File: src/rtl/ycc_pkg.sv
// Shared types and constants for the colour converter.
// Assumes 8-bit samples; coefficient width is a parameter of the modules.
package ycc_pkg;

    localparam int PIX_W  = 8;
    localparam int DIFF_W = PIX_W + 1;   // signed sample after offset removal
    localparam int WORD_W = 4 * PIX_W;   // one input word
    localparam int NPROD  = 5;           // weighted terms per pixel
    localparam int NCHAN  = 3;

    typedef enum logic [2:0] {
        FMT_PLANAR  = 3'd0,
        FMT_PACK422 = 3'd1,
        FMT_RGB555  = 3'd2,
        FMT_RGB565  = 3'd3,
        FMT_RGB888  = 3'd4
    } fmt_e;

    typedef struct packed {
        logic [PIX_W-1:0] r;
        logic [PIX_W-1:0] g;
        logic [PIX_W-1:0] b;
    } rgb_t;

    // Operand feeding weighted term k: 0 = luma, 1 = Cb, 2 = Cr.
    function automatic int operand_of(input int k);
        case (k)
            0:       return 0;
            1, 3:    return 2;
            default: return 1;
        endcase
    endfunction

endpackage

File: src/rtl/ycc_front.sv
// Stage A: decodes the input word, splits packed 4:2:2 into two pixels,
// removes the offsets and expands RGB layouts.
// Assumes the offsets are stable while pixels are in flight.
module ycc_front
    import ycc_pkg::*;
(
    input  logic                     clk,
    input  logic                     rst_n,
    input  logic                     adv,
    input  logic                     in_valid,
    input  logic [WORD_W-1:0]        in_data,
    input  logic [2:0]               in_fmt,
    input  logic [1:0]               in_order,
    input  logic                     in_swap,
    input  logic [PIX_W-1:0]         luma_off,
    input  logic [PIX_W-1:0]         chroma_off,
    output logic                     in_ready,
    output logic                     a_valid,
    output logic                     a_yuv,
    output logic signed [DIFF_W-1:0] a_y,
    output logic signed [DIFF_W-1:0] a_u,
    output logic signed [DIFF_W-1:0] a_v,
    output rgb_t                     a_rgb
);

    logic [PIX_W-1:0] byt [4];
    logic [PIX_W-1:0] y0_w, y1_w, cb_w, cr_w;
    logic [PIX_W-1:0] pend_y, pend_cb, pend_cr;
    logic [PIX_W-1:0] sel_y, sel_cb, sel_cr;
    logic             pend_q, sel_yuv, is_yuv_in, is_pack;
    rgb_t             rgb_raw, rgb_w;

    for (genvar i = 0; i < 4; i++) begin : g_bytes
        assign byt[i] = in_data[PIX_W*i +: PIX_W];
    end

    function automatic logic signed [DIFF_W-1:0] sub_off(
        input logic [PIX_W-1:0] s, input logic [PIX_W-1:0] o);
        return $signed({1'b0, s}) - $signed({1'b0, o});
    endfunction

    assign is_pack   = (in_fmt == FMT_PACK422);
    assign is_yuv_in = (in_fmt == FMT_PLANAR) || is_pack;
    assign in_ready  = adv && !pend_q;

    // Pick luma and chroma bytes according to format and byte order.
    always_comb begin
        y0_w = byt[0];
        cb_w = byt[1];
        cr_w = byt[2];
        y1_w = byt[2];
        if (is_pack) begin
            case (in_order)
                2'd0: begin y0_w = byt[0]; cb_w = byt[1]; y1_w = byt[2]; cr_w = byt[3]; end
                2'd1: begin y0_w = byt[0]; cr_w = byt[1]; y1_w = byt[2]; cb_w = byt[3]; end
                2'd2: begin cb_w = byt[0]; y0_w = byt[1]; cr_w = byt[2]; y1_w = byt[3]; end
                default: begin cr_w = byt[0]; y0_w = byt[1]; cb_w = byt[2]; y1_w = byt[3]; end
            endcase
        end
    end

    // Widen RGB layouts to 8 bits per channel by repeating top bits.
    always_comb begin
        case (in_fmt)
            FMT_RGB555: begin
                rgb_raw.r = {in_data[14:10], in_data[14:12]};
                rgb_raw.g = {in_data[9:5],   in_data[9:7]};
                rgb_raw.b = {in_data[4:0],   in_data[4:2]};
            end
            FMT_RGB565: begin
                rgb_raw.r = {in_data[15:11], in_data[15:13]};
                rgb_raw.g = {in_data[10:5],  in_data[10:9]};
                rgb_raw.b = {in_data[4:0],   in_data[4:2]};
            end
            default: begin
                rgb_raw.r = in_data[23:16];
                rgb_raw.g = in_data[15:8];
                rgb_raw.b = in_data[7:0];
            end
        endcase
    end

    // Optional red/blue exchange for RGB input.
    always_comb begin
        rgb_w = rgb_raw;
        if (in_swap) begin
            rgb_w.r = rgb_raw.b;
            rgb_w.b = rgb_raw.r;
        end
    end

    // Choose between the held second packed pixel and the new word.
    always_comb begin
        if (pend_q) begin
            sel_yuv = 1'b1;
            sel_y   = pend_y;
            sel_cb  = pend_cb;
            sel_cr  = pend_cr;
        end else begin
            sel_yuv = is_yuv_in;
            sel_y   = y0_w;
            sel_cb  = cb_w;
            sel_cr  = cr_w;
        end
    end

    // Hold the second pixel of a packed word for one advance.
    always_ff @(posedge clk) begin
        if (!rst_n) begin
            pend_q  <= 1'b0;
            pend_y  <= '0;
            pend_cb <= '0;
            pend_cr <= '0;
        end else if (adv) begin
            if (pend_q) begin
                pend_q <= 1'b0;
            end else if (in_valid && is_pack) begin
                pend_q  <= 1'b1;
                pend_y  <= y1_w;
                pend_cb <= cb_w;
                pend_cr <= cr_w;
            end
        end
    end

    // Stage A register: offset-corrected samples or expanded RGB.
    always_ff @(posedge clk) begin
        if (!rst_n) begin
            a_valid <= 1'b0;
            a_yuv   <= 1'b0;
            a_y     <= '0;
            a_u     <= '0;
            a_v     <= '0;
            a_rgb   <= '0;
        end else if (adv) begin
            a_valid <= pend_q || in_valid;
            a_yuv   <= sel_yuv;
            a_y     <= sub_off(sel_y,  luma_off);
            a_u     <= sub_off(sel_cb, chroma_off);
            a_v     <= sub_off(sel_cr, chroma_off);
            a_rgb   <= rgb_w;
        end
    end

endmodule

File: src/rtl/ycc_mult.sv
// Stage B: forms the five weighted terms, one multiplier per coefficient.
// Assumes unsigned coefficients of COEF_W bits.
module ycc_mult
    import ycc_pkg::*;
#(
    parameter int COEF_W = 12
) (
    input  logic                      clk,
    input  logic                      rst_n,
    input  logic                      adv,
    input  logic                      a_valid,
    input  logic                      a_yuv,
    input  logic signed [DIFF_W-1:0]  a_y,
    input  logic signed [DIFF_W-1:0]  a_u,
    input  logic signed [DIFF_W-1:0]  a_v,
    input  rgb_t                      a_rgb,
    input  logic [COEF_W-1:0]         coef [NPROD],
    output logic                      b_valid,
    output logic                      b_yuv,
    output rgb_t                      b_rgb,
    output logic signed [DIFF_W+COEF_W:0] b_prod [NPROD]
);

    localparam int PROD_W = DIFF_W + COEF_W + 1;

    for (genvar k = 0; k < NPROD; k++) begin : g_term
        localparam int SEL = operand_of(k);
        logic signed [DIFF_W-1:0] opnd;
        logic signed [PROD_W-1:0] prod_c;

        assign opnd   = (SEL == 0) ? a_y : (SEL == 1) ? a_u : a_v;
        assign prod_c = PROD_W'(opnd) * PROD_W'($signed({1'b0, coef[k]}));

        // Register weighted term k.
        always_ff @(posedge clk) begin
            if (!rst_n)   b_prod[k] <= '0;
            else if (adv) b_prod[k] <= prod_c;
        end
    end

    // Carry valid, path select and RGB bypass alongside the terms.
    always_ff @(posedge clk) begin
        if (!rst_n) begin
            b_valid <= 1'b0;
            b_yuv   <= 1'b0;
            b_rgb   <= '0;
        end else if (adv) begin
            b_valid <= a_valid;
            b_yuv   <= a_yuv;
            b_rgb   <= a_rgb;
        end
    end

endmodule

File: src/rtl/ycc_clip.sv
// Divides a channel sum by 2**FRAC_BITS (floor) and clamps to 0..255.
// Purely combinational.
module ycc_clip
    import ycc_pkg::*;
#(
    parameter int SUM_W     = 24,
    parameter int FRAC_BITS = 10
) (
    input  logic signed [SUM_W-1:0] sum,
    output logic [PIX_W-1:0]        q
);

    localparam logic signed [SUM_W-1:0] MAXV = SUM_W'((1 << PIX_W) - 1);

    logic signed [SUM_W-1:0] shifted;

    assign shifted = sum >>> FRAC_BITS;

    // Saturate the shifted sum into the pixel range.
    always_comb begin
        if (shifted < 0)         q = '0;
        else if (shifted > MAXV) q = '1;
        else                     q = shifted[PIX_W-1:0];
    end

endmodule

File: src/rtl/ycc_back.sv
// Stage C: sums the weighted terms per channel, clamps, and registers
// the output pixel. Bypassed RGB is registered unchanged.
module ycc_back
    import ycc_pkg::*;
#(
    parameter int COEF_W    = 12,
    parameter int FRAC_BITS = 10
) (
    input  logic                          clk,
    input  logic                          rst_n,
    input  logic                          adv,
    input  logic                          b_valid,
    input  logic                          b_yuv,
    input  rgb_t                          b_rgb,
    input  logic signed [DIFF_W+COEF_W:0] b_prod [NPROD],
    output logic                          c_valid,
    output rgb_t                          c_rgb
);

    localparam int PROD_W = DIFF_W + COEF_W + 1;
    localparam int SUM_W  = PROD_W + 2;

    logic signed [SUM_W-1:0] sum [NCHAN];
    logic [PIX_W-1:0]        chan [NCHAN];
    rgb_t                    conv;

    assign sum[0] = SUM_W'(b_prod[0]) + SUM_W'(b_prod[1]);
    assign sum[1] = SUM_W'(b_prod[0]) - SUM_W'(b_prod[2]) - SUM_W'(b_prod[3]);
    assign sum[2] = SUM_W'(b_prod[0]) + SUM_W'(b_prod[4]);

    for (genvar c = 0; c < NCHAN; c++) begin : g_clip
        ycc_clip #(.SUM_W(SUM_W), .FRAC_BITS(FRAC_BITS)) u_clip (
            .sum (sum[c]),
            .q   (chan[c])
        );
    end

    assign conv = '{r: chan[0], g: chan[1], b: chan[2]};

    // Output register: converted or bypassed pixel.
    always_ff @(posedge clk) begin
        if (!rst_n) begin
            c_valid <= 1'b0;
            c_rgb   <= '0;
        end else if (adv) begin
            c_valid <= b_valid;
            c_rgb   <= b_yuv ? conv : b_rgb;
        end
    end

endmodule

File: src/rtl/ycc_rgb_conv.sv
// Top of the colour converter: three-register pipeline with a single
// advance enable, so back-pressure freezes every stage together.
module ycc_rgb_conv
    import ycc_pkg::*;
#(
    parameter int COEF_W    = 12,
    parameter int FRAC_BITS = 10
) (
    input  logic              clk,
    input  logic              rst_n,
    input  logic              in_valid,
    output logic              in_ready,
    input  logic [31:0]       in_data,
    input  logic [2:0]        in_fmt,
    input  logic [1:0]        in_order,
    input  logic              in_swap,
    input  logic [7:0]        luma_off,
    input  logic [7:0]        chroma_off,
    input  logic [COEF_W-1:0] coef_c0,
    input  logic [COEF_W-1:0] coef_c1,
    input  logic [COEF_W-1:0] coef_c2,
    input  logic [COEF_W-1:0] coef_c3,
    input  logic [COEF_W-1:0] coef_c4,
    output logic              out_valid,
    input  logic              out_ready,
    output logic [7:0]        out_r,
    output logic [7:0]        out_g,
    output logic [7:0]        out_b
);

    logic                          adv;
    logic                          a_valid, a_yuv, b_valid, b_yuv;
    logic signed [DIFF_W-1:0]      a_y, a_u, a_v;
    rgb_t                          a_rgb, b_rgb, c_rgb;
    logic [COEF_W-1:0]             coef [NPROD];
    logic signed [DIFF_W+COEF_W:0] b_prod [NPROD];

    assign coef[0] = coef_c0;
    assign coef[1] = coef_c1;
    assign coef[2] = coef_c2;
    assign coef[3] = coef_c3;
    assign coef[4] = coef_c4;

    assign adv   = !out_valid || out_ready;
    assign out_r = c_rgb.r;
    assign out_g = c_rgb.g;
    assign out_b = c_rgb.b;

    ycc_front u_front (
        .clk        (clk),
        .rst_n      (rst_n),
        .adv        (adv),
        .in_valid   (in_valid),
        .in_data    (in_data),
        .in_fmt     (in_fmt),
        .in_order   (in_order),
        .in_swap    (in_swap),
        .luma_off   (luma_off),
        .chroma_off (chroma_off),
        .in_ready   (in_ready),
        .a_valid    (a_valid),
        .a_yuv      (a_yuv),
        .a_y        (a_y),
        .a_u        (a_u),
        .a_v        (a_v),
        .a_rgb      (a_rgb)
    );

    ycc_mult #(.COEF_W(COEF_W)) u_mult (
        .clk     (clk),
        .rst_n   (rst_n),
        .adv     (adv),
        .a_valid (a_valid),
        .a_yuv   (a_yuv),
        .a_y     (a_y),
        .a_u     (a_u),
        .a_v     (a_v),
        .a_rgb   (a_rgb),
        .coef    (coef),
        .b_valid (b_valid),
        .b_yuv   (b_yuv),
        .b_rgb   (b_rgb),
        .b_prod  (b_prod)
    );

    ycc_back #(.COEF_W(COEF_W), .FRAC_BITS(FRAC_BITS)) u_back (
        .clk     (clk),
        .rst_n   (rst_n),
        .adv     (adv),
        .b_valid (b_valid),
        .b_yuv   (b_yuv),
        .b_rgb   (b_rgb),
        .b_prod  (b_prod),
        .c_valid (out_valid),
        .c_rgb   (c_rgb)
    );

endmodule

File: config.mk
export PLATFORM = sky130hd
export DESIGN_NAME = ycc_rgb_conv
export DESIGN_NICKNAME = d
export VERILOG_FILES = /design/src/rtl/ycc_pkg.sv /design/src/rtl/ycc_front.sv /design/src/rtl/ycc_mult.sv /design/src/rtl/ycc_clip.sv /design/src/rtl/ycc_back.sv /design/src/rtl/ycc_rgb_conv.sv
export SDC_FILE = /design/constraint.sdc
export NUM_CORES = 2
export LEC_CHECK = 0
export ABC_AREA = 1
export BUFFER_PORTS_ARGS = -buffer_cell sky130_fd_sc_hd__buf_2
export CORE_MARGIN = 5
export CORE_UTILIZATION = 65
export DETAILED_ROUTE_END_ITERATION = 10
export PLACE_DENSITY = 0.83
export SLEW_MARGIN = 15
export SYNTH_ARGS = -nofsm -noshare
export SYNTH_HDL_FRONTEND = slang
export SYNTH_SLANG_ARGS = --single-unit
File: constraint.sdc
create_clock -name clk -period 5.9 [get_ports clk]
set_input_delay 0.295 -clock clk [delete_from_list [all_inputs] [get_ports clk]]
set_output_delay 0.295 -clock clk [all_outputs]
set_load 0.05 [all_outputs]
==> results.py <==
metrics = {
    "synth": {
        "synth_nets": 5633,
        "yosysWarnings": 0,
        "synth_edf_count": 0,
        "synth.avg_cell_area_sq_um": 7.07,
        "ys_async_sr_fraction_pct": 0,
        "synthFlopType": "dfxtp_1",
        "syn_area_sq_um": 33500,
        "synthCells": 4742,
        "synth_seq_area_share_pct": 14.3,
        "synth_cell_types": 43,
        "ys_seq_elements": 239,
    },
    "routing": {
        "wl_per_cell_um": 16.4,
        "first_pass_iters": 5,
        "met2WireLength_um": 41500,
        "drc": 0,
        "wl_met1_um": 37000,
        "met3_length_um": 7250,
        "vias": 29800,
        "drt-vias-per-instance": 5.49,
        "top_layer_used": "met4",
        "drt_wl_total_um": 88800,
        "initialDrtViolationCount": 2261,
        "drtAntennaViolNets": 0,
    },
    "worst_setup_path": {
        "r2r_slack_ps": 590,
        "crit_fanout": 20,
        "crit_path_end_kind": "register",
        "worstPathRequired_ps": 6360,
        "worstSetupStartpointType": "register",
        "worstPathArrival_ps": 5770,
        "critPathKind": "register to register",
    },
    "clock_network": {
        "ctsLongestPathBuffers": 3,
        "cts_made_buffers": 27,
        "root_buffer": "clkbuf_16",
        "h-tree-depth": 1,
        "cts_tree": "yes",
        "cts_hold_buf": 1,
        "clk_latency_ps": 570,
        "cts_setup_buffers": 0,
        "cts_sinks": 239,
        "cts_resized": 0,
        "clk_pin_slew_worst_paths_ps": 70,
    },
    "place": {
        "hpwl_um": 72100,
        "dp_cells": 5379,
        "io_buffer_count": 143,
        "pre_cts_ws_ps": 683,
        "gp_congestion": 1.00,
    },
    "power": {
        "finalPower_mw": 15.7,
        "peakVddDrop_uv": 267,
        "power_leakage_nw": 21.3,
        "p_per_area_nw_per_um2": 442,
    },
    "layout": {
        "multi_input_area_sq_um": 24000,
        "nFillCells": 4321,
        "syn_to_final_growth_pct": 6.13,
        "diodes": 0,
        "regArea_sq_um": 4780,
        "drive_gt1_share_pct": 5.62,
        "layout.nets": 5620,
        "fin_util_pct": 69.5,
        "layout.cells.non_filler": 5429,
    },
    "floorplan": {
        "dieArea_sq_um": 56200,
        "num_rows": 83,
        "initial_core_util_pct": 65.5,
        "fp.dieH_um": 237,
        "die_w_um": 237,
        "ios": 144,
        "design.core.area_sq_um": 51200,
    },
    "run_status": {
        "status": "finished clean",
    },
    "sta": {
        "setup_ws_ps": 589,
        "final.min_clock_period_ps": 5310,
        "drv_slew": 0,
        "rsz0062_at_grt": "false",
        "tightest_slew_ps": 972,
        "finalHoldViolations": 0,
        "setup_viol": 0,
        "max_freq_mhz": 188,
        "finalClockSkew_ps": 13.9,
        "fin_crit_sh_pct": 90.0,
        "totalNegativeSetupSlack_ps": 0,
        "relSlewSlack_pct": 35.1,
    },
    "grt": {
        "grt_max_degree": 140,
        "overflow": 0,
        "grtUsageTotal_pct": 31.2,
        "grt_pass1_vias": 29100,
        "grt_pass1_wl_um": 144000,
        "antenna_found_initial": 1,
    },
    "hold_path": {
        "hp-class": "input pin to register",
    },
    "run": {
        "cap_violations": 0,
    },
}
## final cells by class
cell class,instances,share of cell area (%)
inverters,1046,11.0
well taps,680,2.39
repair buffers,177,2.82
clock inverters,19,0.843
multi-input cells,3238,67.5
flip-flops and latches,239,13.4
clock buffers,30,1.99
## power breakdown
part           internal [mW]  switching (mW)  total [mW]
Sequential              1.96           0.407        2.37
Combinational           4.38            7.06        11.4
Clock                   1.15           0.774        1.92
Total                   7.49            8.24        15.7
## cells in the final DEF (no fill, tap or decap), types with 4 or more instances in the layout
cell type,count
a21boi_1,8
a21o_1,14
a21oi_1,282
a221oi_1,5
a31oi_1,13
buf_2,142
buf_4,31
bufinv_16,6
clkbuf_16,27
clkinv_2,4
dfxtp_1,239
fa_1,379
ha_1,394
inv_1,1035
inv_2,9
nand2_1,1124
nand3_1,105
nand3b_1,5
nand4_1,22
nor2_1,284
nor3_1,10
o2111ai_1,9
o211ai_1,43
o21ai_0,291
o21ai_1,26
o21bai_1,58
o221ai_1,4
o22ai_1,15
o31ai_1,5
or2_2,23
xnor2_1,42
xor2_1,55
## worst max-delay path, cell delays in order, from the launching register on
cell	delay, ps
dfxtp_1	910
nand2_1	100
inv_1	110
fa_1	440
inv_1	100
fa_1	380
inv_1	80
fa_1	440
fa_1	520
fa_1	420
ha_1	340
a21oi_1	150
nand2_1	90
a21oi_1	260
o21ai_1	180
a21boi_1	240
o21ai_1	110
nand2_1	80
nand2_1	50
o21bai_1	150
inv_1	40
## synthesized netlist by cell type (3+ instances only)
master | count | area (sq um)
inv_1 | 1036 | 3890
nor2_1 | 285 | 1070
a21o_1 | 14 | 105
o2111ai_1 | 9 | 78.8
or2_1 | 3 | 18.8
clkbuf_1 | 205 | 769
o2bb2ai_1 | 3 | 26.3
nand2_1 | 1124 | 4220
nor3_1 | 11 | 55.1
nand4_1 | 22 | 138
o21bai_1 | 58 | 435
buf_2 | 3 | 15.0
a221oi_1 | 5 | 43.8
buf_1 | 10 | 37.5
inv_2 | 9 | 33.8
o31ai_1 | 5 | 37.5
o21ai_1 | 26 | 130
o211ai_1 | 43 | 323
xor2_1 | 55 | 482
nand3b_1 | 5 | 37.5
a31oi_1 | 13 | 81.3
nand3_1 | 105 | 526
dfxtp_1 | 239 | 4780
xnor2_1 | 42 | 368
ha_1 | 394 | 4930
a21boi_1 | 8 | 60.1
o22ai_1 | 15 | 93.8
o221ai_1 | 4 | 35.0
or2_2 | 23 | 144
a21oi_1 | 282 | 1410
nor2_2 | 3 | 18.8
fa_1 | 379 | 7590
a211oi_1 | 3 | 22.5
o21ai_0 | 291 | 1460
## state kept, by name, summed over array words and instances (netlist names), 8 cells and up
name,flops
u_mult.b_prod,110
u_mult.b_rgb,24
u_front.a_y,9
u_front.pend_cr,8
u_front.a_v,9
u_front.a_rgb,24
u_front.pend_y,8
u_front.a_u,9
u_front.pend_cb,8
u_back.c_rgb,24
## layer usage
metal  track usage (%)  vias to the layer above
li1                  -                    14500
met1              41.7                    14000
met2              51.8                     1014
met3              6.08                      201
met4              9.32                        0
met5                 0                        -
## cell families after synthesis
family	count (synthesis)	synth area share [%]
buffers and inverters	1265	14.2
xor gates and xnor gates	97	2.53
AOI/OAI and AO/OA	782	13.0
DFF	239	14.3
adders and majority gates	773	37.3
and+or+nand+nor	1586	18.7
## path summary, 6_finish.rpt
check / from / to / cells past startpoint
worst min-delay path: in_data[13] / u_front.a_rgb[13] / 3
worst max register to register: u_front.a_v[5] / u_mult.b_prod[83] / 20
worst max-delay path: u_front.a_v[5] / u_mult.b_prod[83] / 20
worst min register to register: u_mult.b_rgb[7] / u_mult.b_rgb[7] / 2
## per-stage QoR
stage	cell area [sq um]	hold WS (ps)
6_report	35600	64.8
3_5_place_dp	34600	451
2_1_floorplan	33500	424
5_1_grt	35600	74.9
4_1_cts	35600	38.8
3_3_place_gp	34600	436
Power figures use the tool's default switching activity.
